## config.mk

```make
export PLATFORM = sky130hd
export DESIGN_NAME = spi_len_host
export DESIGN_NICKNAME = d
export VERILOG_FILES = /design/src/rtl/spi_len_pkg.sv /design/src/rtl/spi_len_clkdiv.sv /design/src/rtl/spi_len_holdbuf.sv /design/src/rtl/spi_len_host.sv
export SDC_FILE = /design/constraint.sdc
export NUM_CORES = 1
export LEC_CHECK = 0
export CORE_MARGIN = 3
export CORE_UTILIZATION = 40
export DETAILED_ROUTE_END_ITERATION = 7
export PLACE_DENSITY = 0.73
export SLEW_MARGIN = 20
export SYNTH_ARGS = -nofsm -noshare
export SYNTH_HDL_FRONTEND = slang
export SYNTH_SLANG_ARGS = --single-unit
```

## constraint.sdc

```tcl
create_clock -name clk -period 3.4 [get_ports clk]
set_clock_uncertainty 0.2 [all_clocks]
set_input_delay 1.02 -clock clk [delete_from_list [all_inputs] [get_ports clk]]
set_output_delay 1.02 -clock clk [all_outputs]
set_load 0.005 [all_outputs]
```

## src/rtl/spi_len_pkg.sv

```systemverilog
package spi_len_pkg;
  typedef enum logic [1:0] {
    ST_IDLE  = 2'd0,
    ST_SHIFT = 2'd1,
    ST_STALL = 2'd2,
    ST_TAIL  = 2'd3
  } eng_state_t;
endpackage

```

## src/rtl/spi_len_clkdiv.sv

```systemverilog
// Half-period tick generator: one tick every (div+1) clocks while run is high.
module spi_len_clkdiv #(
  parameter int DIV_W = 8
) (
  input  logic             clk,
  input  logic             rst_n,
  input  logic             run,
  input  logic [DIV_W-1:0] div,
  output logic             tick
);
  logic [DIV_W-1:0] cnt_q, cnt_d;

  assign tick = run && (cnt_q == div);

  always_comb begin
    if (!run || tick) cnt_d = '0;
    else              cnt_d = cnt_q + 1'b1;
  end

  always_ff @(posedge clk or negedge rst_n) begin
    if (!rst_n) cnt_q <= '0;
    else        cnt_q <= cnt_d;
  end
endmodule

```

## src/rtl/spi_len_holdbuf.sv

```systemverilog
// Single-word transmit holding register between the write port and the shifter.
module spi_len_holdbuf #(
  parameter int WORD_W = 32
) (
  input  logic              clk,
  input  logic              rst_n,
  input  logic              push,
  input  logic [WORD_W-1:0] push_data,
  input  logic              pop,
  output logic              full,
  output logic [WORD_W-1:0] data
);
  logic              full_q, full_d;
  logic [WORD_W-1:0] data_q, data_d;

  always_comb begin
    full_d = full_q;
    data_d = data_q;
    if (pop)  full_d = 1'b0;
    if (push) begin
      full_d = 1'b1;
      data_d = push_data;
    end
  end

  always_ff @(posedge clk or negedge rst_n) begin
    if (!rst_n) begin
      full_q <= 1'b0;
      data_q <= '0;
    end else begin
      full_q <= full_d;
      if (push) data_q <= data_d;
    end
  end

  assign full = full_q;
  assign data = data_q;
endmodule

```

## src/rtl/spi_len_host.sv

```systemverilog
// SPI host engine: byte-counted transactions built from 32-bit words, mode 0.
// rst_n is asserted asynchronously and must be released in step with clk.
module spi_len_host #(
  parameter int LEN_W  = 8,
  parameter int DIV_W  = 8,
  parameter int WORD_W = 32   // power-of-two multiple of 8
) (
  input  logic              clk,
  input  logic              rst_n,
  input  logic [LEN_W-1:0]  cfg_len,
  input  logic              cfg_len_en,
  input  logic [DIV_W-1:0]  clk_div,
  input  logic              wr_valid,
  input  logic [WORD_W-1:0] wr_data,
  output logic              dre,
  output logic              txc,
  output logic              rx_cmp,
  output logic [WORD_W-1:0] rx_word,
  output logic              sck,
  output logic              mosi,
  input  logic              miso,
  output logic              ss_n
);
  import spi_len_pkg::*;

  localparam int NB     = WORD_W / 8;
  localparam int BIDX_W = (NB > 1) ? $clog2(NB) : 1;
  localparam int CNT_W  = LEN_W + 1;

  eng_state_t        state_q, state_d;
  logic              sck_q, sck_d, ss_n_q, ss_n_d, txc_q, txc_d, rx_cmp_q, rx_cmp_d;
  logic [WORD_W-1:0] tx_word_q, tx_word_d, rx_acc_q, rx_acc_d, rx_word_q, rx_word_d;
  logic [BIDX_W-1:0] bidx_q, bidx_d;
  logic [2:0]        bitc_q, bitc_d;
  logic [LEN_W-1:0]  nbytes_q, nbytes_d, len_q, len_d;
  logic [CNT_W-1:0]  nwords_q, nwords_d, words_total;
  logic [DIV_W-1:0]  div_q, div_d;

  logic              tick, run, start, push, pop, hold_full;
  logic              byte_end, last_sel, word_bnd;
  logic [WORD_W-1:0] hold_data;

  assign words_total = CNT_W'(({1'b0, len_q} + CNT_W'(NB - 1)) >> BIDX_W);
  assign start = (state_q == ST_IDLE) && wr_valid && txc_q && cfg_len_en && (cfg_len != '0);
  assign push  = (state_q != ST_IDLE) && wr_valid && !hold_full && (nwords_q < words_total);
  assign run   = (state_q == ST_SHIFT) || (state_q == ST_TAIL);

  assign byte_end = (state_q == ST_SHIFT) && tick && sck_q && (bitc_q == 3'd7);
  assign last_sel = (nbytes_q == len_q - 1'b1);
  assign word_bnd = byte_end && !last_sel && (bidx_q == BIDX_W'(NB - 1));
  assign pop      = (word_bnd && hold_full) || ((state_q == ST_STALL) && hold_full);

  spi_len_clkdiv #(.DIV_W(DIV_W)) u_div (
    .clk(clk), .rst_n(rst_n), .run(run), .div(div_q), .tick(tick)
  );

  spi_len_holdbuf #(.WORD_W(WORD_W)) u_hold (
    .clk(clk), .rst_n(rst_n), .push(push), .push_data(wr_data),
    .pop(pop), .full(hold_full), .data(hold_data)
  );

  // next-state logic
  always_comb begin
    state_d   = state_q;
    sck_d     = sck_q;
    ss_n_d    = ss_n_q;
    txc_d     = txc_q;
    rx_cmp_d  = 1'b0;
    tx_word_d = tx_word_q;
    rx_acc_d  = rx_acc_q;
    rx_word_d = rx_word_q;
    bidx_d    = bidx_q;
    bitc_d    = bitc_q;
    nbytes_d  = nbytes_q;
    nwords_d  = nwords_q;
    len_d     = len_q;
    div_d     = div_q;

    if (start) begin
      state_d   = ST_SHIFT;
      ss_n_d    = 1'b0;
      txc_d     = 1'b0;
      tx_word_d = wr_data;
      rx_acc_d  = '0;
      bidx_d    = '0;
      bitc_d    = '0;
      nbytes_d  = '0;
      nwords_d  = CNT_W'(1);
      len_d     = cfg_len;
      div_d     = clk_div;
    end
    if (push) nwords_d = nwords_q + 1'b1;

    case (state_q)
      ST_SHIFT: begin
        if (tick) begin
          if (!sck_q) begin
            sck_d = 1'b1;
            rx_acc_d[{bidx_q, ~bitc_q}] = miso;
          end else begin
            sck_d = 1'b0;
            if (bitc_q != 3'd7) begin
              bitc_d = bitc_q + 1'b1;
            end else begin
              bitc_d   = '0;
              nbytes_d = nbytes_q + 1'b1;
              if (last_sel) begin
                rx_cmp_d  = 1'b1;
                rx_word_d = rx_acc_q;
                state_d   = ST_TAIL;
              end else if (bidx_q == BIDX_W'(NB - 1)) begin
                rx_cmp_d  = 1'b1;
                rx_word_d = rx_acc_q;
                rx_acc_d  = '0;
                bidx_d    = '0;
                if (hold_full) tx_word_d = hold_data;
                else           state_d   = ST_STALL;
              end else begin
                bidx_d = bidx_q + 1'b1;
              end
            end
          end
        end
      end
      ST_STALL: begin
        if (hold_full) begin
          state_d   = ST_SHIFT;
          tx_word_d = hold_data;
        end
      end
      ST_TAIL: begin
        if (tick) begin
          state_d = ST_IDLE;
          ss_n_d  = 1'b1;
          txc_d   = 1'b1;
        end
      end
      default: ;
    endcase
  end

  // registers
  always_ff @(posedge clk or negedge rst_n) begin
    if (!rst_n) begin
      state_q   <= ST_IDLE;
      sck_q     <= 1'b0;
      ss_n_q    <= 1'b1;
      txc_q     <= 1'b1;
      rx_cmp_q  <= 1'b0;
      tx_word_q <= '0;
      rx_acc_q  <= '0;
      rx_word_q <= '0;
      bidx_q    <= '0;
      bitc_q    <= '0;
      nbytes_q  <= '0;
      nwords_q  <= '0;
      len_q     <= '0;
      div_q     <= '0;
    end else begin
      state_q   <= state_d;
      sck_q     <= sck_d;
      ss_n_q    <= ss_n_d;
      txc_q     <= txc_d;
      rx_cmp_q  <= rx_cmp_d;
      tx_word_q <= tx_word_d;
      rx_acc_q  <= rx_acc_d;
      rx_word_q <= rx_word_d;
      bidx_q    <= bidx_d;
      bitc_q    <= bitc_d;
      nbytes_q  <= nbytes_d;
      nwords_q  <= nwords_d;
      len_q     <= len_d;
      div_q     <= div_d;
    end
  end

  assign mosi    = tx_word_q[{bidx_q, ~bitc_q}];
  assign sck     = sck_q;
  assign ss_n    = ss_n_q;
  assign txc     = txc_q;
  assign dre     = !hold_full;
  assign rx_cmp  = rx_cmp_q;
  assign rx_word = rx_word_q;
endmodule

```

==> results by group <==
Pwr
  – Pleak: 5.00 nW
  – Total power: 4.36 mW
  – Power Density: 373 nW/um^2
  – Max VDD drop: 222 uV

Clock network
  – CTS Buf Count: 17
  – TritonCTS clock tree: done
  – Clk pin slew, worst setup/hold paths: 70 ps
  – Clock sinks: 181
  – H-tree depth: 4
  – CTS Hold Bufs: 0
  – Insertion delay to the later sink of the worst-skew pair: 440 ps
  – Clk buf depth: 2
  – Root buf cell: clkbuf_16

Yosys
  – Syn Inst Count: 901
  – Synth Register Bits: 181
  – Post-synth ARST share: 100%
  – Mapped cell area: 9640 sq um
  – Syn_area_per_cell: 10.7 sq um
  – Distinct cells, synth: 51
  – Seq/Total Area, Yosys: 47.0%
  – Post-synth EDFFs: 0
  – Ys flop type: dfrtp_1
  – Yosys Warn Count: 0
  – Syn_nets: 978

Layout
  – Commonest cells after routing, fill and taps aside: dfrtp_1, nand2_1, o21ai_0
  – # nets final: 1,051
  – Fraction of layout cells with a size suffix above 1: 17.4%
  – Final Cell Area: 11,700 sq um
  – P&R area growth vs syn: 21.2%
  – Ant. Diodes: 0
  – Commonest non-fill, non-tap cell in the layout: dfrtp_1

Drt
  – Vias: 7,337
  – Antenna viol nets, final: 0
  – First-pass DRT Iterations: 6
  – Vias per cell: 5.62
  – Total wire length: 23.2 mm
  – Initial DRC count: 560
  – Wirelength per Cell: 17.8 um
  – # DRC: 0

Floorplan
  – Die ar.: 26,000 sq um
  – Initial Util: 40.9%
  – IO Count: 91
  – Die Wd: 161 um
  – Core footprint: 23,500 sq um
  – Die Y: 161 um
  – Row cnt: 56

Placed design
  – GPL Wtd Cong: 0.814
  – HPWL Detailed: 15.3 mm
  – Post-DP Area: 11,000 sq um
  – Buffers on Ports: 90

Timing
  – Fmax: 0.295 GHz
  – Max Slew Vio Count: 0
  – Slew @ Worst Pin: 673 ps
  – Final setup fails: 0
  – Unrepaired setup endpoints after global routing: yes
  – Slew margin rel.: 55.1%
  – Period utilisation layout: 99.9%
  – Count of endpoints failing hold in the final timing report: 0
  – Post-layout min period: 3400 ps

Run
  – Number of max-cap violations: 0

Setup path
  – CP startpoint kind: flip-flop
  – Top delay family on crit path: multiplexers
  – Setup crit end kind: output pin
  – Slowest cell delay on critical path: 530 ps
  – CP Class: flip-flop to output pin
  – CP startpoint: bitc_q[0]
  – CP max stage cell: mux4_2
  – CP bufs+invs: 1
  – Worst path arrival time: 2180 ps
  – Crit-path cells: mux4_2 > mux4_2 > nand2_2 > nand2_2 > buf_2
  – Reg-to-reg startpoint: len_q[0]
  – CP Data Required Time: 2180 ps
  – Maximum fanout along the worst path: 7

GRT
  – Global-route usage over all layers: 17.8%
  – Largest net degree at the start of global routing: 65
  – Antenna violations before repair: 0
  – Vias in the first global route: 7,133
  – Grt total ovfl: 0
  – Global-route wire length before repair: 37.7 mm

Outcome
  – Run status: finished, final reports clean

Hold path
  – Min-Delay Path Class: flip-flop to flip-flop
  – Hold Path Origin: u_hold.data[20]
[metal layers]
layer / vias up / wire (um) / global-route usage (%)
met5: - / 0 / 0
met4: 0 / 264 / 4.58
met3: 26 / 1270 / 3.54
met2: 234 / 11100 / 28.5
met1: 3636 / 10600 / 24.9
li1: 3441 / - / -
[layout make-up]
type	count	area, sq um
Sequential cell	181	4540
Timing Repair Buffer	130	1290
Clock buffer	17	425
Clock inverter	15	186
Fill cell	2130	11900
Multi-Input combinational cell	624	4770
Tap cell	319	399
Inverter	20	75.1
[cell usage after synthesis (20+ instances only)]
master     instances  area share, %
clkbuf_1          58            2.3
o21ai_0           90            4.7
inv_1             20           0.78
nand3_1           65            3.4
ha_1              24            3.1
mux2_2            39            4.6
nand2_1           99            3.9
o2bb2ai_1         32            2.9
o211ai_1          34            2.6
mux2i_1           37            3.8
dfrtp_1          179             46
nor2_1            25           0.97
mux2_4            29            4.5
o311a_1           32            3.3
xor2_1            20            1.8
[metrics by stage]
stage          cells  util (%)  TNS, ps  hold slack [ps]  setup slack [ps]
2_1_floorplan    901         -        0              252              61.4
3_3_place_gp    1272      46.9        0              262              5.74
3_5_place_dp    1272      46.9    -35.7              264             -35.7
4_1_cts         1304      49.5    -45.8              284             -45.8
5_1_grt         1306      49.6    -89.9              294             -89.9
6_report        1306      49.6        0              283              4.42
[registers in the layout, summed over array words and instances, names as in the netlist]
register     cells
rx_cmp           1
bitc_q           3
u_hold.full      1
state_q          2
txc              1
u_hold.data     32
div_q            8
sck              1
rx_acc_q        32
tx_word_q       32
rx_word         32
ss_n             1
u_div.cnt_q      8
nbytes_q         8
bidx_q           2
len_q            8
nwords_q         9
[kinds of logic (layout without fill, tap and decap cells)]
group / after synthesis / in the layout / share of synthesized area [%]
buf+inv: 96 / 182 / 4.10
compound gates: 219 / 219 / 16.4
xor+xnor: 30 / 30 / 2.73
mux: 115 / 115 / 15.3
simple gates: 236 / 236 / 11.4
flops: 181 / 181 / 47.0
fa+ha+maj: 24 / 24 / 3.12
[power by group]
part | switching, mW | internal [mW]
clock | 0.968 | 1.06
sequential | 0.0103 | 2.17
combinational | 0.0728 | 0.0781
[path summary, 6_finish.rpt]
kind | end | slack, ps | cells past startpoint
setup / recovery | mosi | 4 | 5
hold / removal | tx_word_q[20] | 280 | 1
setup reg to reg | nwords_q[2] | 150 | 12
hold reg to reg | tx_word_q[20] | 280 | 1
max in group asynchronous | bitc_q[0] | 1860 | 2
min in group asynchronous | rx_cmp | 390 | 1
[timing repair]
action	CTS	global route
setup buffers	0	1
setup endpoints to repair	1	12
pin swaps	2	0
resized for setup	9	2
gates cloned	0	1
No activity file was read; power rests on OpenSTA's default activity.
